`config.mk`:
```
export PLATFORM = sky130hd
export DESIGN_NAME = pwr_start_seq
export DESIGN_NICKNAME = d
export VERILOG_FILES = /design/src/rtl/pss_pkg.sv /design/src/rtl/pss_fault_gate.sv /design/src/rtl/pss_fsm.sv /design/src/rtl/pss_out_reg.sv /design/src/rtl/pwr_start_seq.sv
export SDC_FILE = /design/constraint.sdc
export NUM_CORES = 1
export LEC_CHECK = 0
export ABC_AREA = 1
export ABC_CLOCK_PERIOD_IN_PS = 1900
export BUFFER_PORTS_ARGS = -buffer_cell sky130_fd_sc_hd__buf_2
export CAP_MARGIN = 10
export CORE_ASPECT_RATIO = 2
export CORE_MARGIN = 2
export CORE_UTILIZATION = 30
export CTS_CLUSTER_SIZE = 16
export DETAILED_ROUTE_END_ITERATION = 16
export GPL_TIMING_DRIVEN = 1
export PLACE_DENSITY = 0.59
export SYNTH_ARGS = -nofsm -noshare
export SYNTH_HDL_FRONTEND = slang
export SYNTH_SLANG_ARGS = --single-unit
export TNS_END_PERCENT = 1
```
`constraint.sdc`:
```
create_clock -name clk -period 1.9 [get_ports clk]
set_input_delay 0.38 -clock clk [delete_from_list [all_inputs] [get_ports clk]]
set_output_delay 0.38 -clock clk [all_outputs]
set_load 0.01 [all_outputs]
```
`src/rtl/pss_pkg.sv`:
```
package pss_pkg;
  typedef enum logic [2:0] {
    ST_OFF  = 3'd0,
    ST_CHG  = 3'd1,
    ST_RUN  = 3'd2,
    ST_RST  = 3'd3,
    ST_LAT  = 3'd4
  } sup_state_e;
endpackage

```
`src/rtl/pss_fault_gate.sv`:
```
module pss_fault_gate #(
  parameter bit LATCH_MODE = 1'b1
) (
  input  logic in_run,
  input  logic flt_ovp,
  input  logic flt_maxon,
  input  logic flt_short,
  input  logic flt_otp,
  output logic trip_restart,
  output logic trip_latch
);
  logic hard_flt;
  logic soft_flt;

  assign hard_flt = flt_ovp | flt_otp;
  assign soft_flt = flt_maxon | flt_short;

  generate
    if (LATCH_MODE) begin : g_latched
      assign trip_latch   = in_run & hard_flt;
      assign trip_restart = in_run & soft_flt;
    end else begin : g_auto
      assign trip_latch   = 1'b0;
      assign trip_restart = in_run & (hard_flt | soft_flt);
    end
  endgenerate
endmodule

```
`src/rtl/pss_fsm.sv`:
```
module pss_fsm
  import pss_pkg::*;
(
  input  logic       clk,
  input  logic       rst,
  input  logic       mains_ok,
  input  logic       vs_above_start,
  input  logic       vs_below_uv,
  input  logic       vs_below_reset,
  input  logic       trip_restart,
  input  logic       trip_latch,
  output sup_state_e state_q,
  output sup_state_e state_d,
  output logic       enter_run,
  output logic       hold_d
);
  logic mains_seen_q;
  logic armed_q;
  logic hold_q;

  always_comb begin
    state_d = state_q;
    case (state_q)
      ST_OFF: state_d = ST_CHG;
      ST_CHG: if ((mains_seen_q | mains_ok) & vs_above_start) state_d = ST_RUN;
      ST_RUN: begin
        if (trip_latch)                      state_d = ST_LAT;
        else if (trip_restart | vs_below_uv) state_d = ST_RST;
      end
      ST_RST: if (armed_q & vs_above_start) state_d = ST_RUN;
      ST_LAT: state_d = ST_LAT;
      default: state_d = ST_OFF;
    endcase
    if (vs_below_reset) state_d = ST_OFF;
  end

  always_comb begin
    hold_d = hold_q;
    if (state_q != ST_LAT)              hold_d = 1'b0;
    else if (!hold_q && vs_above_start) hold_d = 1'b1;
    else if (hold_q && vs_below_uv)     hold_d = 1'b0;
  end

  assign enter_run = (state_d == ST_RUN) && (state_q != ST_RUN);

  always_ff @(posedge clk) begin
    if (rst) begin
      state_q      <= ST_OFF;
      mains_seen_q <= 1'b0;
      armed_q      <= 1'b0;
      hold_q       <= 1'b0;
    end else begin
      state_q <= state_d;
      hold_q  <= hold_d;
      if (state_d == ST_OFF)  mains_seen_q <= 1'b0;
      else if (mains_ok)      mains_seen_q <= 1'b1;
      if (state_q != ST_RST)  armed_q <= 1'b0;
      else if (!vs_above_start) armed_q <= 1'b1;
    end
  end
endmodule

```
`src/rtl/pss_out_reg.sv`:
```
module pss_out_reg
  import pss_pkg::*;
#(
  parameter int SS_LEN       = 4,
  parameter int TAKEOVER_CYC = 8
) (
  input  logic       clk,
  input  logic       rst,
  input  sup_state_e state_d,
  input  logic       enter_run,
  input  logic       hold_d,
  output logic       conv_en,
  output logic       src_en,
  output logic       soft_start,
  output logic [2:0] state_o
);
  localparam int SSW = $clog2(SS_LEN + 1);
  localparam int TKW = $clog2(TAKEOVER_CYC + 2);
  localparam logic [SSW-1:0] SS_LOAD = SSW'(SS_LEN - 1);
  localparam logic [TKW-1:0] TK_LIM  = TKW'(TAKEOVER_CYC);

  logic [SSW-1:0] ss_cnt;
  logic [TKW-1:0] tk_cnt;
  logic [TKW-1:0] tk_inc;

  assign tk_inc = tk_cnt + TKW'(1);

  always_ff @(posedge clk) begin
    if (rst) begin
      state_o    <= ST_OFF;
      conv_en    <= 1'b0;
      src_en     <= 1'b1;
      soft_start <= 1'b0;
      ss_cnt     <= '0;
      tk_cnt     <= '0;
    end else begin
      state_o <= state_d;
      conv_en <= (state_d == ST_RUN);
      if (enter_run) begin
        soft_start <= 1'b1;
        ss_cnt     <= SS_LOAD;
        tk_cnt     <= '0;
        src_en     <= (TAKEOVER_CYC > 0);
      end else if (state_d == ST_RUN) begin
        soft_start <= (ss_cnt != '0);
        if (ss_cnt != '0) ss_cnt <= ss_cnt - SSW'(1);
        if (tk_cnt < TK_LIM) tk_cnt <= tk_inc;
        src_en <= (tk_inc < TK_LIM);
      end else begin
        soft_start <= 1'b0;
        src_en     <= !((state_d == ST_LAT) && hold_d);
      end
    end
  end
endmodule

```
`src/rtl/pwr_start_seq.sv`:
```
module pwr_start_seq
  import pss_pkg::*;
#(
  parameter bit LATCH_MODE   = 1'b1,
  parameter int SS_LEN       = 4,
  parameter int TAKEOVER_CYC = 8
) (
  input  logic       clk,
  input  logic       rst,
  input  logic       mains_ok,
  input  logic       vs_above_start,
  input  logic       vs_below_uv,
  input  logic       vs_below_reset,
  input  logic       flt_ovp,
  input  logic       flt_maxon,
  input  logic       flt_short,
  input  logic       flt_otp,
  output logic       conv_en,
  output logic       src_en,
  output logic       soft_start,
  output logic [2:0] state_o
);
  sup_state_e state_q;
  sup_state_e state_d;
  logic       enter_run;
  logic       hold_d;
  logic       trip_restart;
  logic       trip_latch;

  pss_fault_gate #(.LATCH_MODE(LATCH_MODE)) u_gate (
    .in_run       (state_q == ST_RUN),
    .flt_ovp      (flt_ovp),
    .flt_maxon    (flt_maxon),
    .flt_short    (flt_short),
    .flt_otp      (flt_otp),
    .trip_restart (trip_restart),
    .trip_latch   (trip_latch)
  );

  pss_fsm u_fsm (
    .clk            (clk),
    .rst            (rst),
    .mains_ok       (mains_ok),
    .vs_above_start (vs_above_start),
    .vs_below_uv    (vs_below_uv),
    .vs_below_reset (vs_below_reset),
    .trip_restart   (trip_restart),
    .trip_latch     (trip_latch),
    .state_q        (state_q),
    .state_d        (state_d),
    .enter_run      (enter_run),
    .hold_d         (hold_d)
  );

  pss_out_reg #(.SS_LEN(SS_LEN), .TAKEOVER_CYC(TAKEOVER_CYC)) u_out (
    .clk        (clk),
    .rst        (rst),
    .state_d    (state_d),
    .enter_run  (enter_run),
    .hold_d     (hold_d),
    .conv_en    (conv_en),
    .src_en     (src_en),
    .soft_start (soft_start),
    .state_o    (state_o)
  );
endmodule

```
==> parameters.txt, run 1 <==
Parameter                              Value

Yosys
  Cell Area, Synth ... approximately 800 µm²
  Synth Warn # ... 0
  Count of state elements after synthesis ... 16
  Most frequently used cell type in the post-synthesis netlist ... sky130_fd_sc_hd__nand2_1
  Area share of the largest cell type after synthesis ... 0.403
  Most area-hungry cell type in the Yosys netlist ... sky130_fd_sc_hd__dfxtp_1
  Synth area leaders ... sky130_fd_sc_hd__dfxtp_1, sky130_fd_sc_hd__nand2_1, sky130_fd_sc_hd__inv_1
  EDFF count, synth ... 0
  Synthesized Nets ... between 100 and 150
  Sequential-to-total area share from yosys stat ... 0.403
  Async set-reset flop share out of synthesis ... 0
  Top cells by count, synth ... sky130_fd_sc_hd__nand2_1, sky130_fd_sc_hd__inv_1, sky130_fd_sc_hd__dfxtp_1
  Unique cell type count in the Yosys netlist ... 21
  Number of instances in the synthesized netlist ... approximately 110
  Mean area per synthesized cell ... around 7.4 µm²
  Top_reg_cell synth ... sky130_fd_sc_hd__dfxtp_1

Power
  Pint ... 0.000543 W
  LEAKAGE ... about 0.42 nW
  Power share of the clock group ... 0.428
  Maximum VDD drop ... between 0.3 and 0.4 mV
  Share of total power consumed by net switching ... 0.215
  Share of total power in combinational logic ... 0.076
  Sequential share of power ... 0.496
  Switching pwr ... between 0.0001 and 0.00015 W
  Total power ... 0.000691 W
  Cell Pwr Density ... 719 mW/mm²

Clock network
  Clock insertion delay at the later pin of the skew report ... around 0.25 ns
  Clock transition time at the flip-flop clock pins of the worst setup and hold paths ... 0.06 ns
  Number of buffers created by CTS ... 3
  Clk buf depth ... 2
  Cts repair resizes ... 0
  Clock Root Buffer ... sky130_fd_sc_hd__clkbuf_8
  Depth of the CTS H-tree ... 1
  CTS tree ... built
  Clock sink count ... 16
  Post-CTS setup-driven buffer insertion count ... 0
  Number of hold-repair buffers added at the cts stage ... 0

STA
  Worst clock skew on the final layout ... 0.00410 ns
  Slew margin rel. ... 0.822
  Min cycle time layout ... between 1 and 1.5 ns
  Number of pins with negative max-slew slack in the final report ... 0
  Final period utilization ... 0.788
  Unrepaired setup endpoints after global routing ... false
  Final setup fails ... 0
  Maximum clock frequency ... between 0.6 and 0.7 GHz
  Number of hold-slack violations in the final timing report ... 0
  Worst Max-Slew Pin Slew ... roughly 0.27 ns
  TNS Setup ... 0 ns

Place
  Port Buffer Count ... 15
  Inst Count DP ... approximately 150
  GP Congestion ... 0.910
  Post-DP Area ... about 910 µm²
  HPWL after detailed placement ... around 1400 µm

Setup path
  R2r endpoint ... u_out.tk_cnt[1]
  Reg2reg setup slack ... between 0.4 and 0.5 ns
  Worst stage delay on the critical path ... between 0.3 and 0.4 ns
  Data arrival time of the critical path ... about 1.7 ns
  Master of the slowest instance on the critical path ... sky130_fd_sc_hd__dfxtp_1
  Crit-path cells ... inv_1, nor3_1, nand2_1, nand3_1, nand2_2, nand3_2, nand2_1, a21oi_1
  Required time of the worst setup path ... 2.08 ns
  Register-to-Register Path Depth ... 8
  Kind of end point of the critical path ... flip-flop
  Family with the most delay on the worst path ... simple AND/OR/NAND/NOR gates
  Critical Path Source Type ... flip-flop
  Beginning of the worst register-to-register path ... u_fsm.state_q[1]
  Startpoint-to-endpoint class of the critical path ... reg2reg
  Highest net fanout along the worst path ... 8
  Library cell appearing most often on the critical path ... sky130_fd_sc_hd__nand2_1
  Number of buffers and inverters on the critical path ... 1

Cells and area
  Post-layout nets ... ~140
  Filler Cells Inserted ... 266
  Final cell area excluding filler cells ... 961 µm²
  Final standard cell count with taps included and fillers excluded ... between 150 and 200
  Antenna cells ... 0
  Share of layout cells above drive strength 1 ... 0.228
  Post-synthesis to final-layout area growth ... 20.8%

Global route
  Overall global routing resource usage ... 0.123
  Pin count of the biggest net entering global routing ... 10
  Total congestion overflow after global routing ... 0
  Vias in the first global route ... around 740
  Number of antenna violations at the first check in global routing ... 0
  Wire length of the first global-routing pass ... 2680 µm

Route
  DR vias/cell ... just under 5
  Detail-routed net length per standard cell ... 10.7 µm
  DR iter-0 viols ... 26
  Total via count after detailed routing ... ~750
  Number of iterations in the first detailed-routing pass ... 4
  Total detailed-routing wirelength ... ~1700 µm
  DRC violations left ... 0
  Number of nets still failing antenna checks after routing ... 0

Floorplanning
  Horiz. Die Dim ... between 40 and 50 µm
  Rows ... 26
  Boundary Pins ... 16
  Effective utilization at floorplan ... 0.314
  Core footprint ... approximately 0.0025 mm²
  Y dimension of the die ... approximately 77 µm
  Total die area ... 0.00311 mm²

Status
  Outcome ... complete, no violations

Hold path
  Cell count of the worst hold path ... 2
  Hold wc startpoint ... vs_above_start
  Hold Crit Endpoint ... u_fsm.armed_q
  Worst hold-check path type ... in2reg

Job
  Max_cap viols ... 0
sequential cells by signal, summed over array words and instances (netlist names):
name,flops
u_fsm.mains_seen_q,1
u_fsm.armed_q,1
u_out.soft_start,1
u_fsm.state_q,3
u_fsm.hold_q,1
u_out.ss_cnt,3
u_out.tk_cnt,4
u_out.conv_en,1
u_out.src_en,1
cells by family after synthesis:
logic type,after synthesis,synth area share
flip-flops,16,0.403
buffers and inverters,20,0.0943
AND/OR/NAND/NOR,54,0.321
AO/OA/AOI/OAI,12,0.102
adder cells (fa/ha/maj),3,0.0472
XOR/XNOR,3,0.0330
power groups by stage:
| stage | sequential (W) | clock [W] | combinational, W |
|---|---|---|---|
| 5_1_grt | 0.000343 | 0.000327 | 0.0000602 |
| 2_1_floorplan | 0.000351 | 0 | 0.0000298 |
| 3_3_place_gp | 0.000350 | 0 | 0.0000514 |
| 3_5_place_dp | 0.000350 | 0 | 0.0000528 |
| 4_1_cts | 0.000343 | 0.000307 | 0.0000531 |
| 6_report | 0.000343 | 0.000296 | 0.0000527 |
cell usage in the layout (no fill, tap or decap):
cell type	netlist	final
sky130_fd_sc_hd__a211oi_1	1	1
sky130_fd_sc_hd__a21oi_1	7	7
sky130_fd_sc_hd__a21oi_4	1	1
sky130_fd_sc_hd__buf_2	0	15
sky130_fd_sc_hd__clkbuf_8	0	4
sky130_fd_sc_hd__clkinv_1	1	1
sky130_fd_sc_hd__dfxtp_1	16	16
sky130_fd_sc_hd__ha_1	3	3
sky130_fd_sc_hd__inv_1	17	17
sky130_fd_sc_hd__inv_2	2	2
sky130_fd_sc_hd__nand2_1	23	23
sky130_fd_sc_hd__nand2_2	4	4
sky130_fd_sc_hd__nand3_1	9	9
sky130_fd_sc_hd__nand3_2	2	2
sky130_fd_sc_hd__nand4_1	3	3
sky130_fd_sc_hd__nor2_1	10	10
sky130_fd_sc_hd__nor2_4	1	1
sky130_fd_sc_hd__nor3_1	1	1
sky130_fd_sc_hd__o2111a_1	1	1
sky130_fd_sc_hd__o21ai_0	1	1
sky130_fd_sc_hd__o22ai_1	1	1
sky130_fd_sc_hd__or2_0	1	1
sky130_fd_sc_hd__xor2_1	3	3
layer usage:
metal / routed length [µm] / GRT usage / vias to the layer above
li1: - / - / 379
met1: 581 / 0.0942 / 339
met2: 937 / 0.237 / 22
met3: 92 / 0.0260 / 5
met4: 44 / 0.0700 / 0
met5: 0 / 0 / -
how the worst max path moves through the flow:
stage	start	endpoint	slack, ns	cells after the start
after floorplan	u_fsm.state_q[1]	u_out.tk_cnt[3]	0.55	7
after global placement	mains_ok	u_out.ss_cnt[0]	0.36	12
after detailed placement	mains_ok	u_out.ss_cnt[0]	0.32	12
after CTS	u_fsm.state_q[0]	u_out.tk_cnt[1]	0.39	8
after global routing	u_fsm.state_q[0]	u_out.tk_cnt[2]	0.22	8
final	u_fsm.state_q[1]	u_out.tk_cnt[1]	0.40	8
area by class of cell:
type	instances	area, µm²	area share
Inverter	20	75.1	0.0781
Sequential cell	16	320	0.333
Clock buffer	4	55.1	0.0573
Multi-Input combinational cell	72	400	0.417
Timing Repair Buffer	15	75.1	0.0781
Tap cell	28	35.0	0.0365
metrics by stage:
stage,setup WS (ns),hold slack (ns),util
after CTS,0.389,0.381,0.379
after global routing,0.223,0.372,0.379
after floorplan,0.548,0.439,-
after detailed placement,0.325,0.483,0.357
final,0.402,0.378,0.379
after global placement,0.361,0.463,0.357
(Power assumes the default switching activity.)
==> run 2, diff against run 1 <==
Settings changed: ABC_CLOCK_PERIOD_IN_PS 1900 to 1250, PLACE_DENSITY 0.59 to 0.61.
Clock period 1.9 ns to 1.25 ns, I/O delays scaled along.
==> parameters.txt, run 2 (synthesis gave the netlist of run 1 again) <==
Parameter                              Value

Status
  Outcome ... finished with violations
  Failing checks ... setup timing

Setup path
  Highest net fanout along the worst path ... 7 (-1)
  Register-to-Register Path Depth ... 11 (+3)
  Beginning of the worst register-to-register path ... u_fsm.state_q[0]
  Master of the slowest instance on the critical path ... sky130_fd_sc_hd__dfxtp_2
  Kind of end point of the critical path ... flip-flop
  Reg2reg setup slack ... -0.17 ns (-0.57 ns)
  R2r endpoint ... u_out.ss_cnt[0]
  Required time of the worst setup path ... 1.46 ns (-0.62 ns)
  Worst stage delay on the critical path ... 0.32 ns (-0.06 ns)
  Crit-path cells ... inv_2, nand2_2, nor2_4, nand2_2, a21oi_4, buf_12, buf_6, nand4_1, nand3_2, nand2_1, inv_1
  Data arrival time of the critical path ... 1.63 ns (-0.05 ns)
  Startpoint-to-endpoint class of the critical path ... reg2reg
  Critical Path Source Type ... flip-flop
  Library cell appearing most often on the critical path ... sky130_fd_sc_hd__nand2_2

Power
  LEAKAGE ... 0.521 nW (+24%)
  Cell Pwr Density ... 935 mW/mm² (+30%)
  Maximum VDD drop ... 0.552 mV (+69%)

STA
  Worst Max-Slew Pin Slew ... 0.265 ns (+0.0000942 ns)
  Final setup fails ... 10 (+10)
  Worst clock skew on the final layout ... 0.00522 ns (+0.00112 ns)
  Maximum clock frequency ... 0.704 GHz (+5.4%)
  Worst hold slack ... 0.244 ns (-0.134 ns)
  Unrepaired setup endpoints after global routing ... true
  TNS Setup ... -1.05 ns (-1.05 ns)
  Number of pins with negative max-slew slack in the final report ... 0 (unchanged)
  Slew margin rel. ... 0.823 (+0.00110)
  Min cycle time layout ... 1.42 ns (-0.0770 ns)
  Final period utilization ... 1.14 (+0.348)
  Number of hold-slack violations in the final timing report ... 0 (unchanged)
  Final setup margin ... -0.171 ns (-0.573 ns)

Floorplanning
  Horiz. Die Dim ... 40.4 µm (unchanged)
  Boundary Pins ... 16 (unchanged)
  Y dimension of the die ... 76.8 µm (unchanged)
  Total die area ... 0.00311 mm² (unchanged)
  Effective utilization at floorplan ... 0.314 (unchanged)
  Core footprint ... 0.00254 mm² (unchanged)
  Rows ... 26 (unchanged)

Route
  DR iter-0 viols ... 13 (-50%)
  Total via count after detailed routing ... 789 (+5.9%)
  Total detailed-routing wirelength ... 1890 µm (+14%)
  Number of iterations in the first detailed-routing pass ... 4 (unchanged)
  Number of nets still failing antenna checks after routing ... 0 (unchanged)
  DRC violations left ... 0 (unchanged)
  DR vias/cell ... 4.67 (-2.9%)
  Detail-routed net length per standard cell ... 11.2 µm (+4.7%)

Cells and area
  Post-layout nets ... 155 (+9.9%)
  Post-synthesis to final-layout area growth ... 47.6%
  Post-route core utilization ... 0.463 (+0.0843)
  Max FFs per register ... 4 (unchanged)
  Leading cell type in the layout, fill and taps excluded ... sky130_fd_sc_hd__nand2_1
  Leading cell types in the layout, fill and taps excluded ... sky130_fd_sc_hd__nand2_1, sky130_fd_sc_hd__inv_1, sky130_fd_sc_hd__buf_2
  Antenna cells ... 0 (unchanged)
  Biggest regs ... u_out.tk_cnt (4), u_fsm.state_q (3), u_out.ss_cnt (3)
  Most flops, register ... u_out.tk_cnt
  Share of layout cells above drive strength 1 ... 0.433 (+0.204)
  Final cell area excluding filler cells ... 0.00117 mm² (+22%)

Place
  HPWL after detailed placement ... 1490 µm (+9.5%)
  Port Buffer Count ... 15 (unchanged)
  Post-DP Area ... 991 µm² (+9.4%)
  GP Congestion ... 0.807 (-11%)

Hold path
  Cell count of the worst hold path ... 2 (unchanged)
  Hold wc startpoint ... rst
  Worst hold-check path type ... in2reg
  Hold Crit Endpoint ... u_out.soft_start

Clock network
  Clock insertion delay at the later pin of the skew report ... 0.25 ns (about the same)
  Number of buffers created by CTS ... 3 (unchanged)
  Clk buf depth ... 2 (unchanged)
  Clock transition time at the flip-flop clock pins of the worst setup and hold paths ... 0.06 ns (about the same)
  Clock Root Buffer ... sky130_fd_sc_hd__clkbuf_8
  Depth of the CTS H-tree ... 1 (unchanged)
  CTS tree ... built
  Clock sink count ... 16 (unchanged)

Global route
  Met3 global-route usage ... 0.0173 (-0.00867)
  Number of antenna violations at the first check in global routing ... 0 (unchanged)
  Vias in the first global route ... 754 (+2.6%)
  GR met2 Demand/Resource ... 0.257 (+0.0206)
  Global routing usage on met1 ... 0.109 (+0.0147)
  Total congestion overflow after global routing ... 0 (unchanged)
  Routing layer with the top usage in global route ... met2
  Wire length of the first global-routing pass ... 2900 µm (+8.5%)
  Pin count of the biggest net entering global routing ... 10 (unchanged)
  Overall global routing resource usage ... 0.133 (+0.00969)

Job
  Max_cap viols ... 0 (unchanged)
-- run 2: cell types whose count changed in the layout (fill, tap and decap cells not counted), moves of 2 or more --
| cell | change |
|---|---|
| sky130_fd_sc_hd__buf_4 | +11 |
| sky130_fd_sc_hd__a21oi_1 | -4 |
| sky130_fd_sc_hd__a21oi_2 | +4 |
| sky130_fd_sc_hd__dfxtp_1 | -4 |
| sky130_fd_sc_hd__dfxtp_2 | +4 |
| sky130_fd_sc_hd__nand2_1 | -4 |
| sky130_fd_sc_hd__nand2_4 | +3 |
| sky130_fd_sc_hd__nand3_1 | -3 |
| sky130_fd_sc_hd__nand3_4 | +3 |
| sky130_fd_sc_hd__buf_6 | +2 |
-- run 2: layout make-up --
class / instances / area [µm²]
Fill cell: 257 / 1360
Multi-Input combinational cell: 72 / 483
Sequential cell: 16 / 325
Timing Repair Buffer: 29 / 200
Inverter: 20 / 76.3
Clock buffer: 4 / 55.1
Tap cell: 28 / 35.0
-- run 2: metal layers --
layer	vias up	wire, µm
li1	408	-
met1	351	633
met2	23	1110
met3	7	78
met4	0	65
met5	-	0
-- run 2: worst max path at each step --
stage / depth (start not counted) / startpoint / endpoint / slack, ns
final: 11 / u_fsm.state_q[0] / u_out.ss_cnt[0] / -0.17
after global routing: 11 / u_fsm.state_q[0] / u_out.ss_cnt[0] / -0.25
after CTS: 11 / u_fsm.state_q[0] / u_out.ss_cnt[0] / -0.17
after detailed placement: 12 / mains_ok / u_out.ss_cnt[0] / -0.23
after global placement: 12 / mains_ok / u_out.ss_cnt[0] / -0.23
after floorplan: 8 / u_fsm.state_q[2] / u_out.tk_cnt[1] / -0.04
-- run 2: report_power, final --
part	switching, W	leakage, nW	internal [W]	total [W]
Clock	0.000177	0.0288	0.000280	0.000457
Sequential	0.00000418	0.131	0.000517	0.000522
Combinational	0.0000676	0.361	0.0000518	0.000119
Total	0.000249	0.521	0.000849	0.00110
-- run 2: repair_timing --
action,4_1_cts,5_1_grt
pin swaps,3,5
hold buffers,0,0
setup buffers,2,1
gates resized for setup,12,12
setup endpoints to repair,11,12
-- run 2: per-stage QoR --
| step | setup WS [ns] | power, W | std cells |
|---|---|---|---|
| 2_1_floorplan | -0.0429 | 0.000580 | 108 |
| 3_3_place_gp | -0.229 | 0.000629 | 162 |
| 3_5_place_dp | -0.229 | 0.000631 | 162 |
| 4_1_cts | -0.167 | 0.00110 | 168 |
| 5_1_grt | -0.248 | 0.00114 | 169 |
| 6_report | -0.171 | 0.00110 | 169 |
-- run 2: critical path, delay by kind of cell, from the launching register on --
kind	cells	cell delay (ns)
AND/OR/NAND/NOR	6	0.51
AO/OA/AOI/OAI	1	0.15
flip-flops	1	0.32
buffers and inverters	4	0.38
==> run 3, diff against run 2 <==
Settings changed: TNS_END_PERCENT 1 to 50.
==> parameters.txt, run 3 (synthesis gave the netlist of run 1 again) <==
Parameter                              Value

Status
  Outcome ... finished with violations
  Failing checks ... setup timing

Cells and area
  Post-route core utilization ... 0.477 (+0.0138)
  Most flops, register ... u_out.tk_cnt
  Filler Cells Inserted ... 267 (+3.9%)
  Post-synthesis to final-layout area growth ... 52.0%
  Share of layout cells above drive strength 1 ... 0.465 (+0.0327)
  Leading cell types in the layout, fill and taps excluded ... sky130_fd_sc_hd__inv_1, sky130_fd_sc_hd__nand2_1, sky130_fd_sc_hd__buf_2
  Max FFs per register ... 4 (unchanged)
  Antenna cells ... 0 (unchanged)
  Biggest regs ... u_out.tk_cnt (4), u_fsm.state_q (3), u_out.ss_cnt (3)
  Post-layout nets ... 158 (+1.9%)
  Leading cell type in the layout, fill and taps excluded ... sky130_fd_sc_hd__inv_1

Floorplanning
  Effective utilization at floorplan ... 0.314 (unchanged)
  Rows ... 26 (unchanged)
  Horiz. Die Dim ... 40.4 µm (unchanged)
  Core footprint ... 0.00254 mm² (unchanged)
  Total die area ... 0.00311 mm² (unchanged)
  Y dimension of the die ... 76.8 µm (unchanged)
  Boundary Pins ... 16 (unchanged)

Setup path
  Master of the slowest instance on the critical path ... sky130_fd_sc_hd__dfxtp_2
  Critical Path Source Type ... flip-flop
  Required time of the worst setup path ... 1.43 ns (-0.03 ns)
  Worst stage delay on the critical path ... 0.32 ns (about the same)
  Data arrival time of the critical path ... 1.60 ns (-0.03 ns)
  Startpoint-to-endpoint class of the critical path ... reg2reg
  Kind of end point of the critical path ... flip-flop
  Library cell appearing most often on the critical path ... sky130_fd_sc_hd__nand2_2
  Reg2reg setup slack ... -0.17 ns (about the same)
  Crit-path cells ... inv_2, nand2_2, nor2_4, nand2_2, a21oi_4, buf_12, nand2_4, or2_0, a21oi_1
  Highest net fanout along the worst path ... 7 (unchanged)

Power
  Cell Pwr Density ... 916 mW/mm² (-2.0%)
  LEAKAGE ... 0.538 nW (+3.4%)
  Maximum VDD drop ... 0.586 mV (+6.3%)
  Total power ... 0.00111 W (+0.97%)

Global route
  Overall global routing resource usage ... 0.138 (+0.00481)
  Wire length of the first global-routing pass ... 2980 µm (+2.6%)
  Vias in the first global route ... 770 (+2.1%)
  Pin count of the biggest net entering global routing ... 10 (unchanged)
  Number of antenna violations at the first check in global routing ... 0 (unchanged)
  Total congestion overflow after global routing ... 0 (unchanged)

Clock network
  Clock Root Buffer ... sky130_fd_sc_hd__clkbuf_8
  Clock transition time at the flip-flop clock pins of the worst setup and hold paths ... 0.07 ns (about the same)
  Number of hold-repair buffers added at the cts stage ... 0 (unchanged)
  Clock insertion delay at the later pin of the skew report ... 0.25 ns (about the same)
  Clock sink count ... 16 (unchanged)
  Depth of the CTS H-tree ... 1 (unchanged)
  Number of buffers created by CTS ... 3 (unchanged)
  Clk buf depth ... 2 (unchanged)
  CTS tree ... built

Hold path
  Worst hold-check path type ... in2reg

Route
  DR iter-0 viols ... 11 (-2)
  Number of nets still failing antenna checks after routing ... 0 (unchanged)
  DRC violations left ... 0 (unchanged)
  Number of iterations in the first detailed-routing pass ... 4 (unchanged)
  Detail-routed net length per standard cell ... 11.7 µm (+4.9%)
  Total via count after detailed routing ... 813 (+3.0%)
  DR vias/cell ... 4.73 (+1.2%)
  Total detailed-routing wirelength ... 2020 µm (+6.7%)

STA
  Final setup margin ... -0.172 ns (-0.00149 ns)
  Number of hold-slack violations in the final timing report ... 0 (unchanged)
  Number of pins with negative max-slew slack in the final report ... 0 (unchanged)
  Slew margin rel. ... 0.806 (-0.0173)
  Maximum clock frequency ... 0.703 GHz (-0.10%)
  Min cycle time layout ... 1.42 ns (+0.00149 ns)
  Unrepaired setup endpoints after global routing ... true
  Worst clock skew on the final layout ... 0.00583 ns (+0.000610 ns)
  Worst Max-Slew Pin Slew ... 0.291 ns (+0.0259 ns)
  Final period utilization ... 1.14 (+0.00120)
  Final setup fails ... 10 (unchanged)

Place
  Port Buffer Count ... 15 (unchanged)
  HPWL after detailed placement ... 1490 µm (+0.15%)
  GP Congestion ... 0.779 (-3.4%)
  Placement Setup Slack ... -0.226 ns (+0.00274 ns)

Job
  Max_cap viols ... 0 (unchanged)
[run 3: final timing paths]
path / startpoint / end / cells after the start
setup reg to reg: u_fsm.state_q[0] / u_out.tk_cnt[3] / 9
setup / recovery: u_fsm.state_q[0] / u_out.tk_cnt[3] / 9
hold / removal: rst / u_out.soft_start / 2
hold reg to reg: u_fsm.armed_q / u_fsm.armed_q / 2
[run 3: area by class of cell]
class	count	area, µm²	share of cell area
inverter	20	77.6	0.0641
sequential	16	324	0.268
clock buffer	4	55.1	0.0455
tap	28	35.0	0.0290
timing repair buffer	32	223	0.184
multi-input combinational	72	495	0.410
[run 3: metrics by stage]
step	instances	TNS (ns)	area, µm²	hold WS, ns
2_1_floorplan	108	-0.264	798	0.314
3_3_place_gp	163	-1.48	998	0.477
3_5_place_dp	163	-1.78	998	0.493
4_1_cts	170	-1.47	1090	0.255
5_1_grt	172	-2.14	1210	0.267
6_report	172	-1.23	1210	0.255
[run 3: routing by layer]
layer	part of all wire	GRT usage	vias up
met2	0.59	0.283	19
met4	0.038	0.0700	0
met5	0	0	-
li1	-	-	412
met3	0.036	0.00867	7
met1	0.34	0.102	375
[run 3: power by group]
part	switching, W	internal [W]
Sequential	0.00000418	0.000517
Clock	0.000181	0.000280
Combinational	0.0000715	0.0000544
[run 3: worst max-delay path: cells and delay by family, from the launching register on]
| kind | cells | cell delay, ns |
|---|---|---|
| flops | 1 | 0.32 |
| buf+inv | 2 | 0.22 |
| compound gates | 2 | 0.29 |
| simple gates | 5 | 0.50 |
[run 3: what timing repair did]
| item | in CTS | in global routing |
|---|---|---|
| gates resized for setup | 3 | 26 |
| hold endpoints to repair | 0 | 0 |
| setup buffers | 3 | 2 |
| setup endpoints to repair | 10 | 13 |
| pin swaps | 2 | 5 |
